===== config.mk =====
export PLATFORM = sky130hd
export DESIGN_NAME = tagcmd_rx
export DESIGN_NICKNAME = d
export VERILOG_FILES = /design/src/rtl/tagcmd_pkg.sv /design/src/rtl/tagcmd_sync.sv /design/src/rtl/tagcmd_edge.sv /design/src/rtl/tagcmd_asm.sv /design/src/rtl/tagcmd_rx.sv
export SDC_FILE = /design/constraint.sdc
export NUM_CORES = 1
export LEC_CHECK = 0
export CELL_PAD_IN_SITES_DETAIL_PLACEMENT = 1
export CELL_PAD_IN_SITES_GLOBAL_PLACEMENT = 2
export CORE_MARGIN = 1.5
export CORE_UTILIZATION = 48
export CTS_BUF_LIST = sky130_fd_sc_hd__clkbuf_2
export CTS_CLUSTER_SIZE = 14
export DETAILED_ROUTE_END_ITERATION = 8
export DONT_BUFFER_PORTS = 1
export MAX_ROUTING_LAYER = met4
export PLACE_DENSITY_LB_ADDON = 0.1
export SYNTH_ARGS = -nofsm -noshare
export SYNTH_HDL_FRONTEND = slang
export SYNTH_SLANG_ARGS = --single-unit

===== constraint.sdc =====
create_clock -name clk -period 3.1 [get_ports clk]
set_input_delay 0.62 -clock clk [delete_from_list [all_inputs] [get_ports clk]]
set_output_delay 0.62 -clock clk [all_outputs]
set_load 0.01 [all_outputs]

===== src/rtl/tagcmd_pkg.sv =====
package tagcmd_pkg;
  localparam int TAG_W   = 3;
  localparam int PAY_W   = 5;
  localparam int BYTE_W  = TAG_W + PAY_W;
  localparam int COORD_W = 2 * PAY_W;

  localparam logic [TAG_W-1:0] TAG_OP = 3'd0;
  localparam logic [TAG_W-1:0] TAG_XL = 3'd1;
  localparam logic [TAG_W-1:0] TAG_XH = 3'd2;
  localparam logic [TAG_W-1:0] TAG_YL = 3'd3;
  localparam logic [TAG_W-1:0] TAG_YH = 3'd4;

  typedef struct packed {
    logic [PAY_W-1:0]   op;
    logic [COORD_W-1:0] x;
    logic [COORD_W-1:0] y;
  } cmd_t;
endpackage


===== src/rtl/tagcmd_sync.sv =====
module tagcmd_sync #(
  parameter int W      = 8,
  parameter int STAGES = 2
) (
  input  logic         clk,
  input  logic         rst_n,
  input  logic [W-1:0] d_i,
  output logic [W-1:0] q_o
);
  logic [W-1:0] stg_q [STAGES];

  for (genvar g = 0; g < STAGES; g++) begin : g_stage
    if (g == 0) begin : g_first
      always_ff @(posedge clk or negedge rst_n) begin
        if (!rst_n) stg_q[0] <= '0;
        else        stg_q[0] <= d_i;
      end
    end else begin : g_rest
      always_ff @(posedge clk or negedge rst_n) begin
        if (!rst_n) stg_q[g] <= '0;
        else        stg_q[g] <= stg_q[g-1];
      end
    end
  end

  assign q_o = stg_q[STAGES-1];
endmodule


===== src/rtl/tagcmd_edge.sv =====
module tagcmd_edge
  import tagcmd_pkg::*;
(
  input  logic              clk,
  input  logic              rst_n,
  input  logic              tick_i,
  input  logic [BYTE_W-1:0] smp_i,
  output logic              stb_o,
  output logic [BYTE_W-1:0] byte_o
);
  logic [BYTE_W-1:0] prev_q, prev_d;
  logic [BYTE_W-1:0] byte_q, byte_d;
  logic              stb_q, stb_d;

  always_comb begin
    prev_d = prev_q;
    byte_d = byte_q;
    stb_d  = 1'b0;
    if (tick_i) begin
      prev_d = smp_i;
      if (smp_i != prev_q) begin
        stb_d  = 1'b1;
        byte_d = smp_i;
      end
    end
  end

  always_ff @(posedge clk or negedge rst_n) begin
    if (!rst_n) begin
      prev_q <= '0;
      byte_q <= '0;
      stb_q  <= 1'b0;
    end else begin
      stb_q <= stb_d;
      if (tick_i) begin
        prev_q <= prev_d;
        byte_q <= byte_d;
      end
    end
  end

  assign stb_o  = stb_q;
  assign byte_o = byte_q;
endmodule


===== src/rtl/tagcmd_asm.sv =====
module tagcmd_asm
  import tagcmd_pkg::*;
(
  input  logic              clk,
  input  logic              rst_n,
  input  logic              stb_i,
  input  logic [BYTE_W-1:0] byte_i,
  output logic              valid_o,
  output cmd_t              cmd_o
);
  logic [TAG_W-1:0] tag;
  logic [PAY_W-1:0] pay;

  logic [PAY_W-1:0] op_q, op_d, xl_q, xl_d, xh_q, xh_d, yl_q, yl_d;
  logic             h_op_q, h_op_d, h_xl_q, h_xl_d, h_xh_q, h_xh_d, h_yl_q, h_yl_d;
  logic             valid_q, valid_d;
  cmd_t             out_q, out_d;

  assign tag = byte_i[BYTE_W-1 -: TAG_W];
  assign pay = byte_i[PAY_W-1:0];

  always_comb begin
    op_d = op_q; xl_d = xl_q; xh_d = xh_q; yl_d = yl_q;
    h_op_d = h_op_q; h_xl_d = h_xl_q; h_xh_d = h_xh_q; h_yl_d = h_yl_q;
    out_d   = out_q;
    valid_d = 1'b0;
    if (stb_i) begin
      unique case (tag)
        TAG_OP: begin
          op_d = pay; h_op_d = 1'b1;
          h_xl_d = 1'b0; h_xh_d = 1'b0; h_yl_d = 1'b0;
        end
        TAG_XL: begin xl_d = pay; h_xl_d = 1'b1; end
        TAG_XH: begin xh_d = pay; h_xh_d = 1'b1; end
        TAG_YL: begin yl_d = pay; h_yl_d = 1'b1; end
        TAG_YH: begin
          if (h_op_q && h_xl_q && h_xh_q && h_yl_q) begin
            valid_d  = 1'b1;
            out_d.op = op_q;
            out_d.x  = {xh_q, xl_q};
            out_d.y  = {pay, yl_q};
            h_op_d = 1'b0; h_xl_d = 1'b0; h_xh_d = 1'b0; h_yl_d = 1'b0;
          end
        end
        default: ;
      endcase
    end
  end

  always_ff @(posedge clk or negedge rst_n) begin
    if (!rst_n) begin
      op_q <= '0; xl_q <= '0; xh_q <= '0; yl_q <= '0;
      h_op_q <= 1'b0; h_xl_q <= 1'b0; h_xh_q <= 1'b0; h_yl_q <= 1'b0;
      valid_q <= 1'b0;
      out_q   <= '0;
    end else begin
      valid_q <= valid_d;
      if (stb_i) begin
        op_q <= op_d; xl_q <= xl_d; xh_q <= xh_d; yl_q <= yl_d;
        h_op_q <= h_op_d; h_xl_q <= h_xl_d; h_xh_q <= h_xh_d; h_yl_q <= h_yl_d;
      end
      if (valid_d) out_q <= out_d;
    end
  end

  assign valid_o = valid_q;
  assign cmd_o   = out_q;
endmodule


===== src/rtl/tagcmd_rx.sv =====
module tagcmd_rx
  import tagcmd_pkg::*;
#(
  parameter int SYNC_STAGES = 2
) (
  input  logic               clk,
  input  logic               rst_n,
  input  logic [BYTE_W-1:0]  port_i,
  input  logic               line_tick_i,
  output logic               cmd_valid_o,
  output logic [PAY_W-1:0]   cmd_op_o,
  output logic [COORD_W-1:0] cmd_x_o,
  output logic [COORD_W-1:0] cmd_y_o
);
  logic [1:0]        rst_pipe_q;
  logic              rst_int_n;
  logic [BYTE_W-1:0] port_s;
  logic              byte_stb;
  logic [BYTE_W-1:0] byte_val;
  cmd_t              cmd;

  always_ff @(posedge clk or negedge rst_n) begin
    if (!rst_n) rst_pipe_q <= 2'b00;
    else        rst_pipe_q <= {rst_pipe_q[0], 1'b1};
  end
  assign rst_int_n = rst_pipe_q[1];

  tagcmd_sync #(.W(BYTE_W), .STAGES(SYNC_STAGES)) u_sync (
    .clk(clk), .rst_n(rst_int_n), .d_i(port_i), .q_o(port_s)
  );

  tagcmd_edge u_edge (
    .clk(clk), .rst_n(rst_int_n), .tick_i(line_tick_i), .smp_i(port_s),
    .stb_o(byte_stb), .byte_o(byte_val)
  );

  tagcmd_asm u_asm (
    .clk(clk), .rst_n(rst_int_n), .stb_i(byte_stb), .byte_i(byte_val),
    .valid_o(cmd_valid_o), .cmd_o(cmd)
  );

  assign cmd_op_o = cmd.op;
  assign cmd_x_o  = cmd.x;
  assign cmd_y_o  = cmd.y;
endmodule


Word-level counts from Yosys, hierarchy flattened
Index checks and enable logic that the tools add are counted.
{"block": "totals", "regBits": 85, "word_cells": 52}
{"block": "op_classes", "n_eq_ne": 6, "mux": 10, "n_reduce_logical": 18}
{"cell": "$reduce_and 3->1", "n": 4}
{"cell": "$reduce_and 2->1", "n": 5}
{"cell": "$pmux 1 s3", "n": 3}
{"cell": "$reduce_bool 3->1", "n": 3}
{"cell": "$ne 8x8->1", "n": 1}
{"cell": "$eq 3x2->1 const B", "n": 2}
{"cell": "$mux 1", "n": 6}
{"cell": "$reduce_and 4->1", "n": 1}
{"cell": "$eq 3x1->1 const B", "n": 1}
{"cell": "$eq 3x3->1 const B", "n": 1}
{"cell": "$logic_and 1x1->1", "n": 3}
{"cell": "$logic_not 3->1", "n": 1}
{"cell": "$ne 2x1->1 const B", "n": 1}
{"cell": "$pmux 1 s2", "n": 1}
{"cell": "$reduce_bool 2->1", "n": 1}

Depth between registers and ports, before layout
{"block": "depth", "depth_word": 7, "mapped_depth": 6}

Hierarchy
Synthesis repeated with hierarchy kept, for this count alone.
{"block": "hier_totals", "hier_cells": 191, "hier_area_um2": 3213.1}
{"mod": "tagcmd_asm", "n_inst": 1, "cells_per_inst": 118, "area_per_inst_um2": 1985.7}
{"mod": "tagcmd_edge", "n_inst": 1, "cells_per_inst": 46, "area_per_inst_um2": 713.2}
{"mod": "tagcmd_sync", "n_inst": 1, "cells_per_inst": 24, "area_per_inst_um2": 460.4}
{"mod": "tagcmd_rx", "n_inst": 1, "cells_per_inst": 3, "area_per_inst_um2": 53.8}

Worst setup path after synthesis
No wires, ideal clock.
{"block": "synth_timing", "path_type": "register to register", "start": "register u_edge.byte_q[5], in the netlist u_edge.byte_o[5]", "end": "register u_asm.out_q (netlist bit u_asm.cmd_o[0])", "arrival_time_ps": 1500, "path_slack_ps": 1475, "stages_incl_launch_ff": 7, "path_cell_list": "dfrtp_1 -> nor2_1 -> nand2_1 -> or3_1 -> buf_6 -> buf_12 -> mux2_4"}
{"block": "synth_via", "elab_chain_len": 4}
{"element": "start, declared", "line_no": "tagcmd_edge.sv:12", "source": "logic [BYTE_W-1:0] byte_q, byte_d;"}
{"element": "start signal, assigned", "line_no": "tagcmd_edge.sv:37", "source": "byte_q <= byte_d;"}
{"element": "$eq 3x3->1 (*)", "line_no": "tagcmd_asm.sv:28", "source": "unique case (tag)"}
{"element": "$mux 1", "line_no": "tagcmd_asm.sv:28"}
{"element": "$mux 1", "line_no": "tagcmd_asm.sv:27", "source": "if (stb_i) begin"}
{"element": "$reduce_and 4->1 (no line) (*)"}
{"element": "end signal, assigned", "line_no": "tagcmd_asm.sv:62", "source": "if (valid_d) out_q <= out_d;"}
{"element": "end, declared", "line_no": "tagcmd_asm.sv:17", "source": "cmd_t out_q, out_d;"}
Every way passes the cells marked *; elsewhere a longest branch is shown, timed or not.
A chain may end at the register's enable or synchronous reset.

Final worst setup path
{"block": "layout_timing", "start": "register u_edge.byte_q[5], in the netlist u_edge.byte_o[5]", "end": "register u_asm.out_q (netlist bit u_asm.cmd_o[12])"}
Same word-level chain as after synthesis.

==> key figures <==
Outcome
  – Status: finished, final reports clean

Yosys
  – Yosys cell types: 20
  – Syn Area/Cell: 17.11 sq um
  – Mapped Nets: 195
  – Seq/Total Area, Yosys: 67.57%
  – Warning count from the yosys run: 0
  – Synthesized cell area: 3148 sq um
  – Yosys reg bits: 85
  – Mapped Cells: 184

Clock network
  – Worst skew pair latency: 0.52 ns
  – Root Buffer: clkbuf_2
  – Bufs on Longest Clock Path: 2
  – Htree depth: 3
  – Clk sinks: 85
  – TritonCTS clock tree: done
  – Clk slew on worst S/H paths: 0.24 ns
  – Post-CTS Setup Bufs: 0
  – Num CTS Buffers: 9

GRT
  – Pin count of the biggest net entering global routing: 84
  – Grt ovf: 0
  – Vias in the first global route: 1592
  – Initial antenna violation count: 0
  – First-pass GRT wire length: 8480 microns
  – Total Routing Usage GR: 16.48%

Final layout
  – Nets: 203
  – Diode count: 0
  – Area Overhead vs Synth: 4.929%
  – Layout cells sized above 1: 41.62%
  – Most frequent cells in the layout: dfrtp_1 (84), mux2_2 (42), mux2_4 (19), clkbuf_2 (9), xnor2_1 (8)
  – Most common cell after layout, fill and taps aside: dfrtp_1

Timing
  – Fmax: 0.4728 GHz
  – Setup tns final: 0 ns
  – Fin crit period: 2.115 ns
  – Final Hold Viols: 0
  – Final setup viols: 0
  – Period utilization: 68.23%
  – Relative slew slack: 32.06%
  – Worst slew pin tran: 1.019 ns
  – Fin. max-slew vios: 0
  – Clk_skew: 0.03800 ns
  – RSZ-0062 raised after global routing: false

Setup path
  – Worst setup EP type: flip-flop
  – Crit Path Max Fanout: 15
  – Worst Setup SP: u_edge.byte_o[5]$_DFFE_PN0P_
  – Critical path class: flip-flop to flip-flop
  – Worst R2R Start: u_edge.byte_o[5]$_DFFE_PN0P_
  – CP Data Arrival Time: 2.51 ns
  – Crit path required time: 3.50 ns
  – Startpoint Class: flip-flop

Routing
  – Iter 0 DRT Violations: 45
  – 1st-pass router iterations: 4
  – Via count: 1451
  – WL per Instance: 18.43 microns
  – Antenna-violating nets left: 0
  – DRT Wirelength: 5049 microns
  – Routed vias/inst: 5.296
  – DRC viols: 0

Floorplanning
  – Die area: 7053 sq um
  – Core Footprint: 6350 sq um
  – Die width: 83.99 microns
  – FP Rows: 29
  – Ports: 37
  – Die Height: 83.99 microns
  – Starting density of the core: 49.58%

Power and ir drop
  – Maximum vdd drop: 350.7 uV
  – Power, Total: 0.002302 W
  – Leak: 1.575 nW
  – Power per cell area: 697.0 nW/um^2

Worst hold path
  – Hold Path Class: input pin to flip-flop
  – Hold_sp: port_i[4]

Flow run
  – Max Cap Viol: 0

Placed design
  – Final Wtd Congestion: 0.8046
  – Port bufs: 0
  – Post-DP HPWL: 3405 microns
==> report_power, final <==
| group | switching [W] | internal (W) | total [W] |
|---|---|---|---|
| registers | 0.000202 | 0.00133 | 0.00153 |
| logic | 0.0000771 | 0.000204 | 0.000281 |
| clock network | 0.000380 | 0.000108 | 0.000488 |
| total | 0.000659 | 0.00164 | 0.00230 |
==> layout make-up <==
cell class | count | area (sq um)
Clock buffer | 9 | 45.04
Clock inverter | 7 | 51.30
Fill cell | 613 | 3047
Inverter | 4 | 15.01
Multi-Input combinational cell | 90 | 947.2
Sequential cell | 85 | 2131
Tap cell | 77 | 96.34
Timing Repair Buffer | 2 | 17.52
==> path summary, 6_finish.rpt <==
kind	cells past startpoint	slack (ns)	to
worst max-delay path	5	0.98	u_asm.cmd_o[12]$_DFFE_PN0P_
worst min-delay path	0	0.09	u_sync.stg_q[12]$_DFF_PN0_
worst max register to register	5	0.98	u_asm.cmd_o[12]$_DFFE_PN0P_
worst min register to register	0	0.37	u_sync.q_o[1]$_DFF_PN0_
max in group asynchronous	0	1.94	u_asm.cmd_o[20]$_DFFE_PN0P_
min in group asynchronous	1	0.32	rst_pipe_q[1]$_DFF_PN0_
==> routing by layer <==
metal  GRT usage [%]  routed length [microns]
met2           26.32                     2531
met3           5.440                      221
met4           4.918                       60
met5               -                        0
met1           20.13                     2235
==> critical path, cell delays in order (launching register included) <==
cell and delay [ns]:
dfrtp_1 0.46, nor2_1 0.12, nand2_1 0.10, or3_1 0.65, buf_4 0.35, mux2_4 0.32
==> synthesized netlist by cell type (all sizes together) <==
library cell | n | area (sq um)
nand2 | 2 | 7.510
dfrtp | 85 | 2127
or3 | 1 | 6.260
xnor2 | 8 | 70.07
mux2 | 61 | 758.2
buf | 3 | 51.30
conb | 1 | 3.750
a21o | 3 | 23.77
nor2b | 1 | 6.260
clkbuf | 2 | 7.510
nand3 | 1 | 5.000
and3b | 1 | 10.01
nand4 | 3 | 18.77
nor2 | 5 | 18.77
a21oi | 2 | 10.01
o21ai | 1 | 8.760
inv | 4 | 15.01
==> flip-flops by register name (all words and copies together), names as in the netlist <==
register,count
u_asm.cmd_o,25
u_edge.byte_o,8
u_edge.prev_q,8
u_sync.q_o,8
u_sync.stg_q,8
u_asm.op_q,5
u_asm.xh_q,5
u_asm.xl_q,5
u_asm.yl_q,5
rst_pipe_q,2
u_asm.h_op_q,1
u_asm.h_xh_q,1
u_asm.h_xl_q,1
u_asm.h_yl_q,1
u_asm.valid_o,1
u_edge.stb_o,1
==> kinds of logic (layout without fill, tap and decap cells) <==
family	after synthesis	in the layout	synth area share (%)
muxes	61	61	24.09
AOI/OAI and AO/OA	6	6	1.351
buffers and inverters	9	22	2.345
and+or+nand+nor	14	14	2.306
xor gates and xnor gates	8	8	2.226
DFF	85	85	67.57
other	1	1	0.1191
==> what timing repair did <==
item                                   4_1_cts  5_1_grt
hold buffers                                 1        0
endpoints found under the hold margin        2        0
resized for setup                            0        0
==> per-stage QoR <==
stage               hold slack (ns)  area (sq um)  std cells  utilization [%]  worst slack [ns]
floorplan                    0.3244          3148        184                -            0.5573
global placement             0.3245          3197        257            50.34             1.082
detailed placement           0.3245          3197        257            50.34             1.020
CTS                         0.04586          3303        274            52.02            0.9829
global route                0.01696          3303        274            52.02            0.8614
finish                      0.09456          3303        274            52.02            0.9847
(Power assumes the default switching activity.)
